$ cat config.mk
export PLATFORM = sky130hd
export DESIGN_NAME = eth_fcs_unit
export DESIGN_NICKNAME = d
export VERILOG_FILES = /design/src/rtl/fcs_pkg.sv /design/src/rtl/fcs_lfsr.sv /design/src/rtl/fcs_seq.sv /design/src/rtl/fcs_judge.sv /design/src/rtl/eth_fcs_unit.sv
export SDC_FILE = /design/constraint.sdc
export NUM_CORES = 1
export LEC_CHECK = 0
export CAP_MARGIN = 40
export CORE_UTILIZATION = 35
export CTS_BUF_LIST = sky130_fd_sc_hd__clkbuf_8
export CTS_CLUSTER_SIZE = 12
export DETAILED_ROUTE_END_ITERATION = 16
export GPL_ROUTABILITY_DRIVEN = 0
export GPL_TIMING_DRIVEN = 1
export PLACE_DENSITY = 0.55
export SLEW_MARGIN = 0
export SYNTH_ARGS = -nofsm -noshare
export SYNTH_HDL_FRONTEND = slang
export SYNTH_SLANG_ARGS = --single-unit
export TNS_END_PERCENT = 10
$ cat constraint.sdc
create_clock -name clk -period 2.5 [get_ports clk]
set_input_delay 0.625 -clock clk [delete_from_list [all_inputs] [get_ports clk]]
set_output_delay 0.625 -clock clk [all_outputs]
set_load 0.01 [all_outputs]
$ cat src/rtl/fcs_pkg.sv
package fcs_pkg;
  localparam int unsigned FCS_W = 32;
  // Generator 0x04C11DB7 in reflected form (bit 0 = x^31 coefficient)
  localparam logic [FCS_W-1:0] FCS_POLY_REFL = 32'hEDB88320;
  // Good-frame remainder, reflected form (0xC704DD7B with x^31 as MSB)
  localparam logic [FCS_W-1:0] FCS_RESIDUE_REFL = 32'hDEBB20E3;

  typedef enum logic [1:0] {
    ST_IDLE = 2'd0,
    ST_DATA = 2'd1,
    ST_SEND = 2'd2
  } fcs_state_e;
endpackage

$ cat src/rtl/fcs_lfsr.sv
module fcs_lfsr #(
  parameter int unsigned W = 32,
  parameter logic [W-1:0] POLY = 32'hEDB88320
) (
  input  logic         clk,
  input  logic         rst,
  input  logic         preset,
  input  logic         step,
  input  logic         din,
  input  logic         drain,
  output logic [W-1:0] crc_q,
  output logic [W-1:0] crc_step
);
  // One division step: shift toward bit 0, fold the polynomial when
  // the outgoing coefficient differs from the incoming bit.
  always_comb begin
    crc_step = {1'b0, crc_q[W-1:1]} ^ ((crc_q[0] ^ din) ? POLY : '0);
  end

  always_ff @(posedge clk) begin
    if (rst || preset) begin
      crc_q <= '1;
    end else if (step) begin
      crc_q <= crc_step;
    end else if (drain) begin
      crc_q <= {1'b1, crc_q[W-1:1]};
    end
  end
endmodule

$ cat src/rtl/fcs_seq.sv
module fcs_seq
  import fcs_pkg::*;
#(
  parameter int unsigned W = 32
) (
  input  logic clk,
  input  logic rst,
  input  logic sof,
  input  logic tx_mode,
  input  logic eod,
  input  logic in_valid,
  input  logic fcs_ready,
  output logic in_ready,
  output logic beat,
  output logic fcs_valid,
  output logic fcs_fire,
  output logic rx_close
);
  localparam int unsigned CNT_W = $clog2(W);
  localparam logic [CNT_W-1:0] LAST = CNT_W'(W - 1);

  fcs_state_e       state;
  logic             mode_tx;
  logic [CNT_W-1:0] cnt;

  always_comb begin
    in_ready  = (state == ST_DATA);
    beat      = in_valid & in_ready & ~sof;
    fcs_valid = (state == ST_SEND);
    fcs_fire  = fcs_valid & fcs_ready & ~sof;
    rx_close  = eod & in_ready & ~sof & ~mode_tx;
  end

  always_ff @(posedge clk) begin
    if (rst) begin
      state   <= ST_IDLE;
      mode_tx <= 1'b0;
      cnt     <= '0;
    end else if (sof) begin
      state   <= ST_DATA;
      mode_tx <= tx_mode;
      cnt     <= '0;
    end else begin
      unique case (state)
        ST_DATA: begin
          if (eod) begin
            state <= mode_tx ? ST_SEND : ST_IDLE;
            cnt   <= '0;
          end
        end
        ST_SEND: begin
          if (fcs_ready) begin
            cnt <= cnt + 1'b1;
            if (cnt == LAST) state <= ST_IDLE;
          end
        end
        default: state <= ST_IDLE;
      endcase
    end
  end
endmodule

$ cat src/rtl/fcs_judge.sv
module fcs_judge #(
  parameter int unsigned W = 32,
  parameter logic [W-1:0] RESIDUE = 32'hDEBB20E3
) (
  input  logic         clk,
  input  logic         rst,
  input  logic         sof,
  input  logic         close,
  input  logic [W-1:0] crc_final,
  output logic         res_valid,
  output logic         res_good
);
  always_ff @(posedge clk) begin
    if (rst || sof) begin
      res_valid <= 1'b0;
      res_good  <= 1'b0;
    end else if (close) begin
      res_valid <= 1'b1;
      res_good  <= (crc_final == RESIDUE);
    end
  end
endmodule

$ cat src/rtl/eth_fcs_unit.sv
module eth_fcs_unit
  import fcs_pkg::*;
#(
  parameter int unsigned FCS_W_P = FCS_W,
  parameter logic [FCS_W_P-1:0] POLY = FCS_POLY_REFL,
  parameter logic [FCS_W_P-1:0] RESIDUE = FCS_RESIDUE_REFL
) (
  input  logic clk,
  input  logic rst,
  input  logic sof,
  input  logic tx_mode,
  input  logic in_valid,
  output logic in_ready,
  input  logic in_bit,
  input  logic eod,
  output logic fcs_valid,
  input  logic fcs_ready,
  output logic fcs_bit,
  output logic res_valid,
  output logic res_good
);
  logic               beat;
  logic               fcs_fire;
  logic               rx_close;
  logic [FCS_W_P-1:0] crc_q;
  logic [FCS_W_P-1:0] crc_step;
  logic [FCS_W_P-1:0] crc_final;

  fcs_seq #(.W(FCS_W_P)) u_seq (
    .clk(clk), .rst(rst), .sof(sof), .tx_mode(tx_mode), .eod(eod),
    .in_valid(in_valid), .fcs_ready(fcs_ready), .in_ready(in_ready),
    .beat(beat), .fcs_valid(fcs_valid), .fcs_fire(fcs_fire),
    .rx_close(rx_close)
  );

  fcs_lfsr #(.W(FCS_W_P), .POLY(POLY)) u_lfsr (
    .clk(clk), .rst(rst), .preset(sof), .step(beat), .din(in_bit),
    .drain(fcs_fire), .crc_q(crc_q), .crc_step(crc_step)
  );

  // A closing beat may share the eod cycle; judge the value it produces.
  assign crc_final = beat ? crc_step : crc_q;
  assign fcs_bit   = ~crc_q[0];

  fcs_judge #(.W(FCS_W_P), .RESIDUE(RESIDUE)) u_judge (
    .clk(clk), .rst(rst), .sof(sof), .close(rx_close),
    .crc_final(crc_final), .res_valid(res_valid), .res_good(res_good)
  );
endmodule

# [Word-level counts from Yosys, hierarchy flattened]
# Index checks and enable logic that the tools add are counted.
[word_totals] register_bits=42 out_inout_bits=5 elab_cells=50
[op_classes] addsub=1 n_eq_ne=10 n_mux=13 n_bitwise=12 n_reduce_logical=7
[ops] op="32-bit 2-to-1 mux" n=4
[ops] op="32-bit == test, second input constant" n=1
[ops] op="31-bit by 32-bit bitwise XOR with 32-bit output" n=1
[ops] op="5-bit 2-to-1 mux" n=2
[ops] op="5-bit case mux with 2 select lines" n=1
[ops] op="3-bit by 2-bit inequality test with 1-bit output, second input constant" n=3
[ops] op="3-bit AND reduction" n=3
[ops] op="2-bit 2-to-1 mux" n=4
[ops] op="1-bit bitwise AND" n=7
[ops] op="2-bit by 1-bit inequality test with 1-bit output, second input constant" n=3
[ops] op="5-bit by 1-bit adder with 5-bit output, second input constant" n=1
[ops] op="5-bit == test, second input constant" n=1
[ops] op="2-bit case mux with 2 select lines" n=1
[ops] op="2-bit nonzero test" n=2
[ops] op="1-bit NOT" n=3
[ops] op="2-bit by 1-bit == test with 1-bit output, second input constant" n=1
[ops] op="2-bit == test, second input constant" n=1
[ops] op="2-bit OR reduction" n=1
[ops] op="1-bit logical OR" n=1
[ops] op="1-bit 2-to-1 mux" n=1
[ops] op="1-bit bitwise XOR" n=1

# [Logic depth before layout (Yosys ltp)]
[depth] depth_word=5 ltp_mapped=8 mapped_depth_nobuf=6

# [Modules after synthesis]
# Synthesis repeated with hierarchy kept, for this count alone.
[hier_totals] cells_unflattened=312 area_unflattened_um2=2947.8
[modules_own_cells] mod="fcs_lfsr" n_inst=1 cells_per_inst=212 area_per_inst_um2=1811.7 seq_area_each_um2=640.6
[modules_own_cells] mod="eth_fcs_unit" n_inst=1 cells_per_inst=37 area_per_inst_um2=548.0 seq_area_each_um2=0.0
[modules_own_cells] mod="fcs_seq" n_inst=1 cells_per_inst=46 area_per_inst_um2=414.1 seq_area_each_um2=160.2
[modules_own_cells] mod="fcs_judge" n_inst=1 cells_per_inst=17 area_per_inst_um2=173.9 seq_area_each_um2=40.0

# [Least setup slack after synthesis]
# No wires, ideal clock.
[synth_timing] path_type="input port to flip-flop" startpoint="input sof" endpoint="register u_judge.res_good" setup_time_ns=0.069 arrival_time_ns=1.908 path_slack_ns=0.523 stages=6 path_cell_list="buf_4 > and4bb_4 > or4_4 > nor4_2 > o221ai_1 > o21ai_1"
[synth_between] elab_chain_cells=4 elab_cells_between_ends=7 cone_classes="eq/ne: 1; mux: 1; bitwise: 4; reduce/logical: 1"
[synth_lines] element="start, declared" line="eth_fcs_unit.sv:10" text="input logic sof,"
[synth_lines] element="1-bit NOT" line="fcs_seq.sv:28, fcs_seq.sv:31"
[synth_lines] element="1-bit bitwise AND" line="fcs_seq.sv:28" text="beat = in_valid & in_ready & ~sof;"
[synth_lines] element="32-bit 2-to-1 mux" line="eth_fcs_unit.sv:42" text="assign crc_final = beat ? crc_step : crc_q;"
[synth_lines] element="32-bit == test" line="fcs_judge.sv:19" text="res_good <= (crc_final == RESIDUE);"
[synth_lines] element="end signal, assigned" line="fcs_judge.sv:19"
[synth_lines] element="end, declared" line="fcs_judge.sv:11" text="output logic res_good"
# Parallel ways exist; a longest one is shown, timed or not.
# A chain may end at the register's enable or synchronous reset.

# [Worst setup path after layout]
# Same ends and word-level chain as after synthesis.

==> metrics <==
LEAKAGE=between 0.9 and 1 nW; worst path buffer plus inverter count=1; CP Launch Type=primary input; vias per std cell=about 5; sequential area share after synthesis=a little over two fifths; status=completed; Synth Flop Type=dfxtp_1; Avg Cell Area, Syn=roughly 8 um^2; die footprint=0.005854 mm^2; Final Max Slew Viols=0; I/O pin cnt=13; post-DR wirelength/cell=between 10 and 15 um; port bufs=12; # DRC=0; Clock Path Buffers=2; via count=1713; CP Capture Type=flip-flop; Fillers=between 500 and 600; Register Area=840.8 um^2; Worst-Margin Slew=~0.47 ns; synth warn=0; Post-synth EDFFs=0; Post-synth ARST share=0%; vias in the first global route=approximately 1700; met2 wire len=roughly 2200 um; number of setup violations in the final report=0; DRT Wirelength=4926 um; Required @ worst endpoint=approximately 2.7 ns; setup slack, reg-to-reg=approximately 0.66 ns; Worst Hold Class=flip-flop to flip-flop; highest metal used=met4; layout net count=roughly 270; post-synthesis cell type count=39; crit path time final=between 2 and 2.5 ns; cell area power density=532.7 mW/mm^2; largest net degree at the start of global routing=28; critical path cell sequence=clkdlybuf4s50_1, and4bb_4, or4_4, nor4_2, o221ai_1, o21ai_1; fraction of layout cells with a size suffix above 1=under 10%; Total Power=about 1.2 mW; antenna diode count=0; Fmax achieved=roughly 460 MHz; synthesized instance count=240; hold buffers post-CTS=0; initial antenna violation count=0; r2r startpoint=u_seq.state[1]; smallest setup slack after layout=~0.3 ns; Top Family by Delay on Critical Path=simple AND/OR/NAND/NOR gates; post-CTS setup buffer count=0; CTS tree=yes; final setup skew=around 0.0097 ns; clock sinks=42; Hold Path Sink=u_judge.res_valid; clk_lat worst skew=around 0.30 ns; Worst Reg-to-Reg Cells=5; maximum vdd ir drop=between 300 and 400 uV; final antenna-violating net count=0; Core ar.=~0.0052 mm^2; num rows=26; Setup TNS=0 ns; Period Utilization, post-route=around 90%; pre-CTS WS=0.01900 ns; slowest CP cell=or4_4; hold path cells=2; 1st-pass router iterations=4; multi-input logic area=0.001032 mm^2; syn_nets=250; Area Overhead vs Synth=19.19%; first-pass GRT wire length=between 8000 and 9000 um; first-iteration detailed-routing DRC count=74; Tot GR Track Use=18.58%; Chip Height=approximately 77 um; met3 wire length=163 um; Initial Util=a little under two fifths; final hold vios=0; met1 wire length=2459 um; Mapped Area=roughly 0.002 mm^2; FF-to-FF End=u_judge.res_good; CP max FO=6; most frequent cells in the layout=nand2_1 (44), dfxtp_1 (42), nor2_1 (27); Clock Tree Root=clkbuf_8; GRT Residual Overflow=0; WP data arrival=around 2.4 ns; H-tree levels=2; max_cap viols=0; most common cell after layout, fill and taps aside=nand2_1; detailed placement HPWL=approximately 3600 um; Rel. slew slack=between 60 and 70%; flops & latches, synth=42; RSZ-0062 raised after global routing=no; Worst-path clk slew=about 0.070 ns; post_cts resized=0; Die X=around 77 um; min-delay src=u_judge.res_valid; CP max stage delay=a little over 0.5 ns; kind of critical path=primary input to flip-flop; TritonCTS buffer count=5
synth_stat cells (all sizes together) (3+ instances only):
master  count  area [um^2]
nand4       5        31.28
nor2       27        101.4
xnor2      11        96.34
clkbuf      9        33.78
dfxtp      42        840.8
buf         3        17.52
a221o       3        30.03
nor3        4        20.02
a21oi      14        70.07
nor2b       4        25.02
nand2      44        165.2
o221ai      4        35.03
inv         5        18.77
nand3      22        110.1
xor2        4        35.03
o21ai      14        70.07
cell families (layout without fill, tap and decap cells):
logic type / count (synthesis) / in the layout / synth area share, %
adder cells (fa/ha/maj): 2 / 2 / 1.288
buffers and inverters: 17 / 40 / 3.606
XOR/XNOR: 16 / 16 / 7.920
flip-flops: 42 / 42 / 43.27
AND/OR/NAND/NOR: 122 / 122 / 30.72
multiplexers: 1 / 1 / 0.5152
AO/OA/AOI/OAI: 40 / 40 / 12.69
where the power goes:
part           internal (mW)  switching, mW  total (mW)
Clock                  0.219          0.226       0.444
Sequential             0.678         0.0115       0.690
Combinational         0.0457         0.0541      0.0997
Total                  0.942          0.291        1.23
final cells by class:
type                            count  area share, %
Clock buffer                        6          3.566
Clock inverter                      2         0.3782
Inverter                            5         0.8104
Multi-Input combinational cell    181          44.57
Sequential cell                    42          36.30
Tap cell                           70          3.782
Timing Repair Buffer               27          10.59
layer usage:
metal | global-route usage, % | vias to the layer above
met2 | 27.93 | 31
met4 | 9.615 | 0
li1 | - | 883
met1 | 24.56 | 791
met3 | 4.431 | 8
met5 | 0 | -
sequential cells by signal, indices dropped and copies added, names as in the netlist:
signal,count
u_judge.res_valid,1
u_seq.cnt,5
u_seq.state,2
u_judge.res_good,1
u_lfsr.crc_q,32
u_seq.mode_tx,1
metrics by stage:
step	hold slack, ns	instances	utilization, %	cell area, um^2
6_report	0.4453	333	44.22	2316
5_1_grt	0.4955	333	44.22	2316
4_1_cts	0.4533	333	44.22	2316
3_5_place_dp	0.4421	325	42.47	2225
3_3_place_gp	0.4370	324	42.33	2217
2_1_floorplan	0.4472	240	-	1943
worst max path at each step:
stage | from | to | cells past startpoint
2_1_floorplan | sof | u_judge.res_good | 6
3_3_place_gp | in_bit | u_judge.res_good | 6
3_5_place_dp | sof | u_judge.res_good | 6
4_1_cts | sof | u_judge.res_good | 6
5_1_grt | in_bit | u_judge.res_good | 6
6_report | sof | u_judge.res_good | 6
worst min-delay path, stage by stage, from the launching register on:
cell and delay (ns):
dfxtp_1 0.31, inv_1 0.04, a21oi_1 0.05
(Power assumes the default switching activity.)
